`config.mk`:
```
export PLATFORM = sky130hd
export DESIGN_NAME = gsr_rx
export DESIGN_NICKNAME = d
export VERILOG_FILES = /design/src/rtl/gsr_pkg.sv /design/src/rtl/gsr_sync.sv /design/src/rtl/gsr_edge.sv /design/src/rtl/gsr_shift.sv /design/src/rtl/gsr_rx.sv
export SDC_FILE = /design/constraint.sdc
export NUM_CORES = 1
export LEC_CHECK = 0
export BUFFER_PORTS_ARGS = -buffer_cell sky130_fd_sc_hd__buf_4
export CAP_MARGIN = 20
export CORE_MARGIN = 2
export CORE_UTILIZATION = 27
export CTS_CLUSTER_DIAMETER = 50
export DETAILED_ROUTE_END_ITERATION = 10
export GPL_TIMING_DRIVEN = 0
export SYNTH_ARGS = -nofsm -noshare
export SYNTH_HDL_FRONTEND = slang
export SYNTH_SLANG_ARGS = --single-unit
```
`constraint.sdc`:
```
create_clock -name clk -period 3.8 [get_ports clk]
set_clock_uncertainty 0.1 [all_clocks]
set_input_delay 0 -clock clk [delete_from_list [all_inputs] [get_ports clk]]
set_output_delay 0 -clock clk [all_outputs]
set_load 0.03 [all_outputs]
```
`src/rtl/gsr_pkg.sv`:
```
package gsr_pkg;

    // Synchronised view of the three line signals
    typedef struct packed {
        logic gate_n;
        logic sclk;
        logic sdata;
    } line_t;

    // Idle line state: gate released, clock high, data low
    localparam line_t LINE_IDLE = '{gate_n: 1'b1, sclk: 1'b1, sdata: 1'b0};

    typedef enum logic [1:0] {
        EV_NONE      = 2'd0,
        EV_WORD      = 2'd1,
        EV_FRAME_ERR = 2'd2
    } end_event_e;

    // Decide how a closed window ends, from its bit count and overrun flag
    function automatic end_event_e judge_window(input int unsigned cnt,
                                                input logic overrun,
                                                input int unsigned width);
        if (!overrun && cnt == width)
            return EV_WORD;
        return EV_FRAME_ERR;
    endfunction

endpackage

```
`src/rtl/gsr_sync.sv`:
```
module gsr_sync #(
    parameter int unsigned        STAGES = 2,
    parameter int unsigned        W      = 3,
    parameter logic [W-1:0]       RST    = '0
) (
    input  logic         clk,
    input  logic         rst,
    input  logic [W-1:0] d,
    output logic [W-1:0] q
);

    logic [W-1:0] stg [STAGES];

    for (genvar g = 0; g < STAGES; g++) begin : g_stage
        if (g == 0) begin : g_first
            always_ff @(posedge clk) begin
                if (rst) stg[g] <= RST;
                else     stg[g] <= d;
            end
        end else begin : g_next
            always_ff @(posedge clk) begin
                if (rst) stg[g] <= RST;
                else     stg[g] <= stg[g-1];
            end
        end
    end

    assign q = stg[STAGES-1];

endmodule

```
`src/rtl/gsr_edge.sv`:
```
module gsr_edge
    import gsr_pkg::*;
(
    input  logic  clk,
    input  logic  rst,
    input  line_t cur,
    output logic  bit_stb,
    output logic  bit_val,
    output logic  win_open,
    output logic  win_close
);

    line_t prev;

    always_ff @(posedge clk) begin
        if (rst) prev <= LINE_IDLE;
        else     prev <= cur;
    end

    // Gate low in the current synchronised sample means the window is open
    assign win_open  = !cur.gate_n;
    assign win_close = cur.gate_n && !prev.gate_n;
    // A clock fall counts only while the gate is low in the same sample
    assign bit_stb   = prev.sclk && !cur.sclk && !cur.gate_n;
    assign bit_val   = cur.sdata;

endmodule

```
`src/rtl/gsr_shift.sv`:
```
module gsr_shift
    import gsr_pkg::*;
#(
    parameter int unsigned WORD_W = 16,
    localparam int unsigned CNT_W = $clog2(WORD_W + 1)
) (
    input  logic              clk,
    input  logic              rst,
    input  logic              bit_stb,
    input  logic              bit_val,
    input  logic              win_open,
    input  logic              win_close,
    output logic [WORD_W-1:0] word_o,
    output logic              valid_o,
    output logic              err_o
);

    logic [WORD_W-1:0] shreg;
    logic [CNT_W-1:0]  cnt;
    logic              overrun;
    end_event_e        verdict;

    assign verdict = win_close ? judge_window(int'(cnt), overrun, WORD_W) : EV_NONE;

    always_ff @(posedge clk) begin
        if (rst) begin
            shreg   <= '0;
            cnt     <= '0;
            overrun <= 1'b0;
        end else if (!win_open) begin
            cnt     <= '0;
            overrun <= 1'b0;
        end else if (bit_stb) begin
            if (cnt == CNT_W'(WORD_W)) begin
                overrun <= 1'b1;
            end else begin
                shreg <= {shreg[WORD_W-2:0], bit_val};
                cnt   <= cnt + 1'b1;
            end
        end
    end

    always_ff @(posedge clk) begin
        if (rst) begin
            word_o  <= '0;
            valid_o <= 1'b0;
            err_o   <= 1'b0;
        end else begin
            valid_o <= (verdict == EV_WORD);
            err_o   <= (verdict == EV_FRAME_ERR);
            if (verdict == EV_WORD)
                word_o <= shreg;
        end
    end

    AST_CNT_BOUND: assert property (@(posedge clk) disable iff (rst)
        cnt <= CNT_W'(WORD_W));
    AST_OVERRUN_HOLDS: assert property (@(posedge clk) disable iff (rst)
        (overrun && win_open) |=> overrun);

endmodule

```
`src/rtl/gsr_rx.sv`:
```
module gsr_rx
    import gsr_pkg::*;
#(
    parameter int unsigned WORD_W      = 16,
    parameter int unsigned SYNC_STAGES = 2
) (
    input  logic              clk,
    input  logic              rst,
    input  logic              gate_n_i,
    input  logic              sclk_i,
    input  logic              sdata_i,
    output logic [WORD_W-1:0] word_o,
    output logic              valid_o,
    output logic              frame_err_o
);

    localparam int unsigned LINE_W = $bits(line_t);

    line_t line_raw;
    line_t line_syn;
    logic  bit_stb, bit_val, win_open, win_close;

    assign line_raw = '{gate_n: gate_n_i, sclk: sclk_i, sdata: sdata_i};

    gsr_sync #(.STAGES(SYNC_STAGES), .W(LINE_W), .RST(LINE_IDLE)) u_sync (
        .clk (clk),
        .rst (rst),
        .d   (line_raw),
        .q   (line_syn)
    );

    gsr_edge u_edge (
        .clk       (clk),
        .rst       (rst),
        .cur       (line_syn),
        .bit_stb   (bit_stb),
        .bit_val   (bit_val),
        .win_open  (win_open),
        .win_close (win_close)
    );

    gsr_shift #(.WORD_W(WORD_W)) u_shift (
        .clk       (clk),
        .rst       (rst),
        .bit_stb   (bit_stb),
        .bit_val   (bit_val),
        .win_open  (win_open),
        .win_close (win_close),
        .word_o    (word_o),
        .valid_o   (valid_o),
        .err_o     (frame_err_o)
    );

    AST_STROBE_EXCL: assert property (@(posedge clk) disable iff (rst)
        !(valid_o && frame_err_o));
    AST_VALID_ONE_CYCLE: assert property (@(posedge clk) disable iff (rst)
        valid_o |=> !valid_o);
    AST_ERR_ONE_CYCLE: assert property (@(posedge clk) disable iff (rst)
        frame_err_o |=> !frame_err_o);
    AST_WORD_ONLY_ON_VALID: assert property (@(posedge clk) disable iff (rst)
        !$stable(word_o) |-> valid_o);
    AST_NO_STROBE_IN_WINDOW: assert property (@(posedge clk) disable iff (rst)
        win_open |=> !(valid_o || frame_err_o));

endmodule

```
==> flow_metrics.py <==
metrics = {
    "drt": {
        "routedWlPerCell_um": 11.0,
        "routed_wl_mm": 3.07,
        "vias_per_cell": 4.30,
        "vias": 1204,
        "drtIter0Drc": 40,
        "drtAntennaViolNets": 0,
        "first_pass_iters": 4,
        "drcViolationCount": 0,
    },
    "clock_network": {
        "clock_latency_ns": 0.30,
        "htreeDepth": 2,
        "clock-sinks": 48,
        "cts_hold_buffers": 4,
        "cts_tree": "built",
        "post_cts_buffers": 0,
        "path_clk_slew_ns": 0.08,
        "cts-resized-gates": 0,
        "clock-root-buffer": "clkbuf_8",
        "clk_path_buf_depth": 2,
        "cts_buffers": 5,
    },
    "cells_and_area": {
        "antenna_cells": 0,
        "final_nets": 206,
        "fill_cells": 688,
        "final_area_mm2": 0.00224,
        "multi_input_area_um2": 808,
        "drive_gt1_frac": 0.220,
        "area_growth_pct": 21.9,
        "seq_area_um2": 961,
    },
    "setup_path": {
        "critPathMaxFanout": 9,
        "worstPathArrival_ns": 1.87,
        "critPathRequiredTime_ns": 3.93,
        "regToRegSetupSlack_ns": 2.06,
        "path_class": "reg -> reg",
        "start_kind": "flop",
        "end_kind": "flop",
    },
    "sta": {
        "hold_viol": 0,
        "fin_crit_sh": 0.459,
        "fin_crit_ns": 1.74,
        "maxSlewHeadroom": 0.509,
        "setup-tns-final_ns": 0,
        "final-setup-viol-count": 0,
        "tightest_slew_ns": 0.734,
        "setup_ws_ns": 2.06,
        "holdWs_ns": 0.315,
        "grt_setup_unrepaired": "no",
        "report.final.slew_viol_count": 0,
        "max_freq_ghz": 0.574,
    },
    "synth": {
        "async_reset_ff_frac": 0,
        "synthesis.nets": 173,
        "postSynthAreaPerCell_um2": 11.0,
        "synth_seq_cells": 48,
        "synth-edff-count": 0,
        "synth-main-ff-cell": "dfxtp_1",
        "ys_types": 28,
        "ys_warn_count": 0,
        "seq_area_frac_synth": 0.524,
        "syn-instance-count": 166,
        "synthesis.area_mm2": 0.00183,
    },
    "pwr": {
        "leakage_nw": 0.854,
        "worst_ir_drop_vdd_mv": 0.207,
        "powerDensity_mw_per_mm2": 380,
    },
    "die": {
        "rows": 30,
        "die_h_um": 86.4,
        "die_area_mm2": 0.00747,
        "start_util": 0.275,
        "coreArea_mm2": 0.00668,
        "fp.dieW_um": 86.4,
        "ios": 23,
    },
    "global_routing": {
        "grt_overflow": 0,
        "grt_max_degree": 16,
        "grt_usage": 0.0922,
        "grt_first_pass_wirelength_mm": 5.38,
        "grt_antenna_before_repair": 0,
        "grt_pass1_vias": 1125,
    },
    "status": {
        "status": "complete, no violations",
    },
    "place": {
        "pre_cts_ws_ns": 2.08,
        "place_congestion": 0.719,
        "postPlaceCellArea_mm2": 0.00210,
        "dp_hpwl_mm": 2.18,
        "portBuffers": 22,
    },
    "run": {
        "cap_violations": 0,
    },
    "hold_path": {
        "hold_class": "reg -> reg",
    },
}
==> per-layer routing <==
metal  track usage  routed length (µm)  vias to the layer above  share of wire
met2         0.133                1330                       21           0.43
met1         0.123                1550                      549           0.50
met5             0                   0                        -              0
li1              -                   -                      628              -
met3        0.0295                 119                        6          0.039
met4        0.0469                  67                        0          0.022
==> power breakdown <==
group          total [W]  internal (W)  switching (W)  leakage, nW
clock network   0.000318      0.000149       0.000169       0.0516
logic          0.0000249     0.0000145      0.0000103        0.414
registers       0.000507      0.000506     0.00000132        0.388
total           0.000851      0.000670       0.000181        0.854
==> registers in the layout (all words and copies together) (netlist names) <==
signal and cells:
u_shift.shreg 16, u_shift.valid_o 1, u_shift.overrun 1, u_sync.stg 6, u_shift.err_o 1, u_shift.cnt 5, u_edge.prev 2, u_shift.word_o 16
==> cells in the mapped netlist, types with 2 or more instances <==
library cell	number	area share
dfxtp_1	48	0.52
nand2b_1	33	0.11
mux2i_1	32	0.17
a21oi_1	5	0.014
nand3_1	5	0.014
or2_2	5	0.017
clkbuf_1	4	0.0082
o21ai_0	4	0.011
buf_6	3	0.018
inv_1	3	0.0061
nor2_1	3	0.0061
ha_1	2	0.014
nand2_1	2	0.0041
nor2b_1	2	0.0068
or3_1	2	0.0068
==> stage by stage <==
step	cells	util	power, W
after global placement	268	0.314	0.000541
after floorplan	166	-	0.000533
after detailed placement	268	0.314	0.000542
after CTS	280	0.335	0.000865
after global routing	280	0.335	0.000887
final	280	0.335	0.000851
==> layout make-up <==
type | instances | share of cell area
sequential | 48 | 0.430
inverter | 3 | 0.00504
clock inverter | 2 | 0.00616
buffer | 8 | 0.0241
timing repair buffer | 26 | 0.0918
multi-input combinational | 107 | 0.362
tap | 80 | 0.0448
clock buffer | 6 | 0.0369
==> final timing paths <==
kind               startpoint                end  cells past startpoint
max reg2reg    u_shift.cnt[0]  u_shift.word_o[8]                      6
min          u_sync.stg[0][2]   u_sync.stg[1][2]                      1
max            u_shift.cnt[0]  u_shift.word_o[8]                      6
min reg2reg  u_sync.stg[0][2]   u_sync.stg[1][2]                      1
==> cell families (layout without fill, tap and decap cells) <==
kind of cell / after synthesis / in the layout / share of synthesized area
AO/OA/AOI/OAI: 10 / 10 / 0.0286
AND/OR/NAND/NOR: 63 / 63 / 0.224
multiplexers: 32 / 32 / 0.175
adder cells (fa/ha/maj): 2 / 2 / 0.0136
buffers and inverters: 11 / 45 / 0.0355
flip-flops: 48 / 48 / 0.524
==> cells in the final DEF (no fill, tap or decap), types with 2 or more instances in the layout <==
cell and n:
dfxtp_1 48, nand2b_1 33, mux2i_1 32, buf_4 22
clkbuf_8 6, nand3_1 5, a21oi_1 5, or2_2 5
clkbuf_1 4, o21ai_0 4, dlygate4sd3_1 4, inv_1 3
buf_6 3, nor2_1 3, nor2b_1 2, or3_1 2
nand2_1 2, ha_1 2
==> worst max-delay path, cell delays in order, from the launching register on <==
cell and delay [ns]:
dfxtp_1 0.34, inv_1 0.09, ha_1 0.16, nand4bb_1 0.12, buf_6 0.16, nor3_4 0.45
mux2i_1 0.25
(Power assumes the default switching activity.)
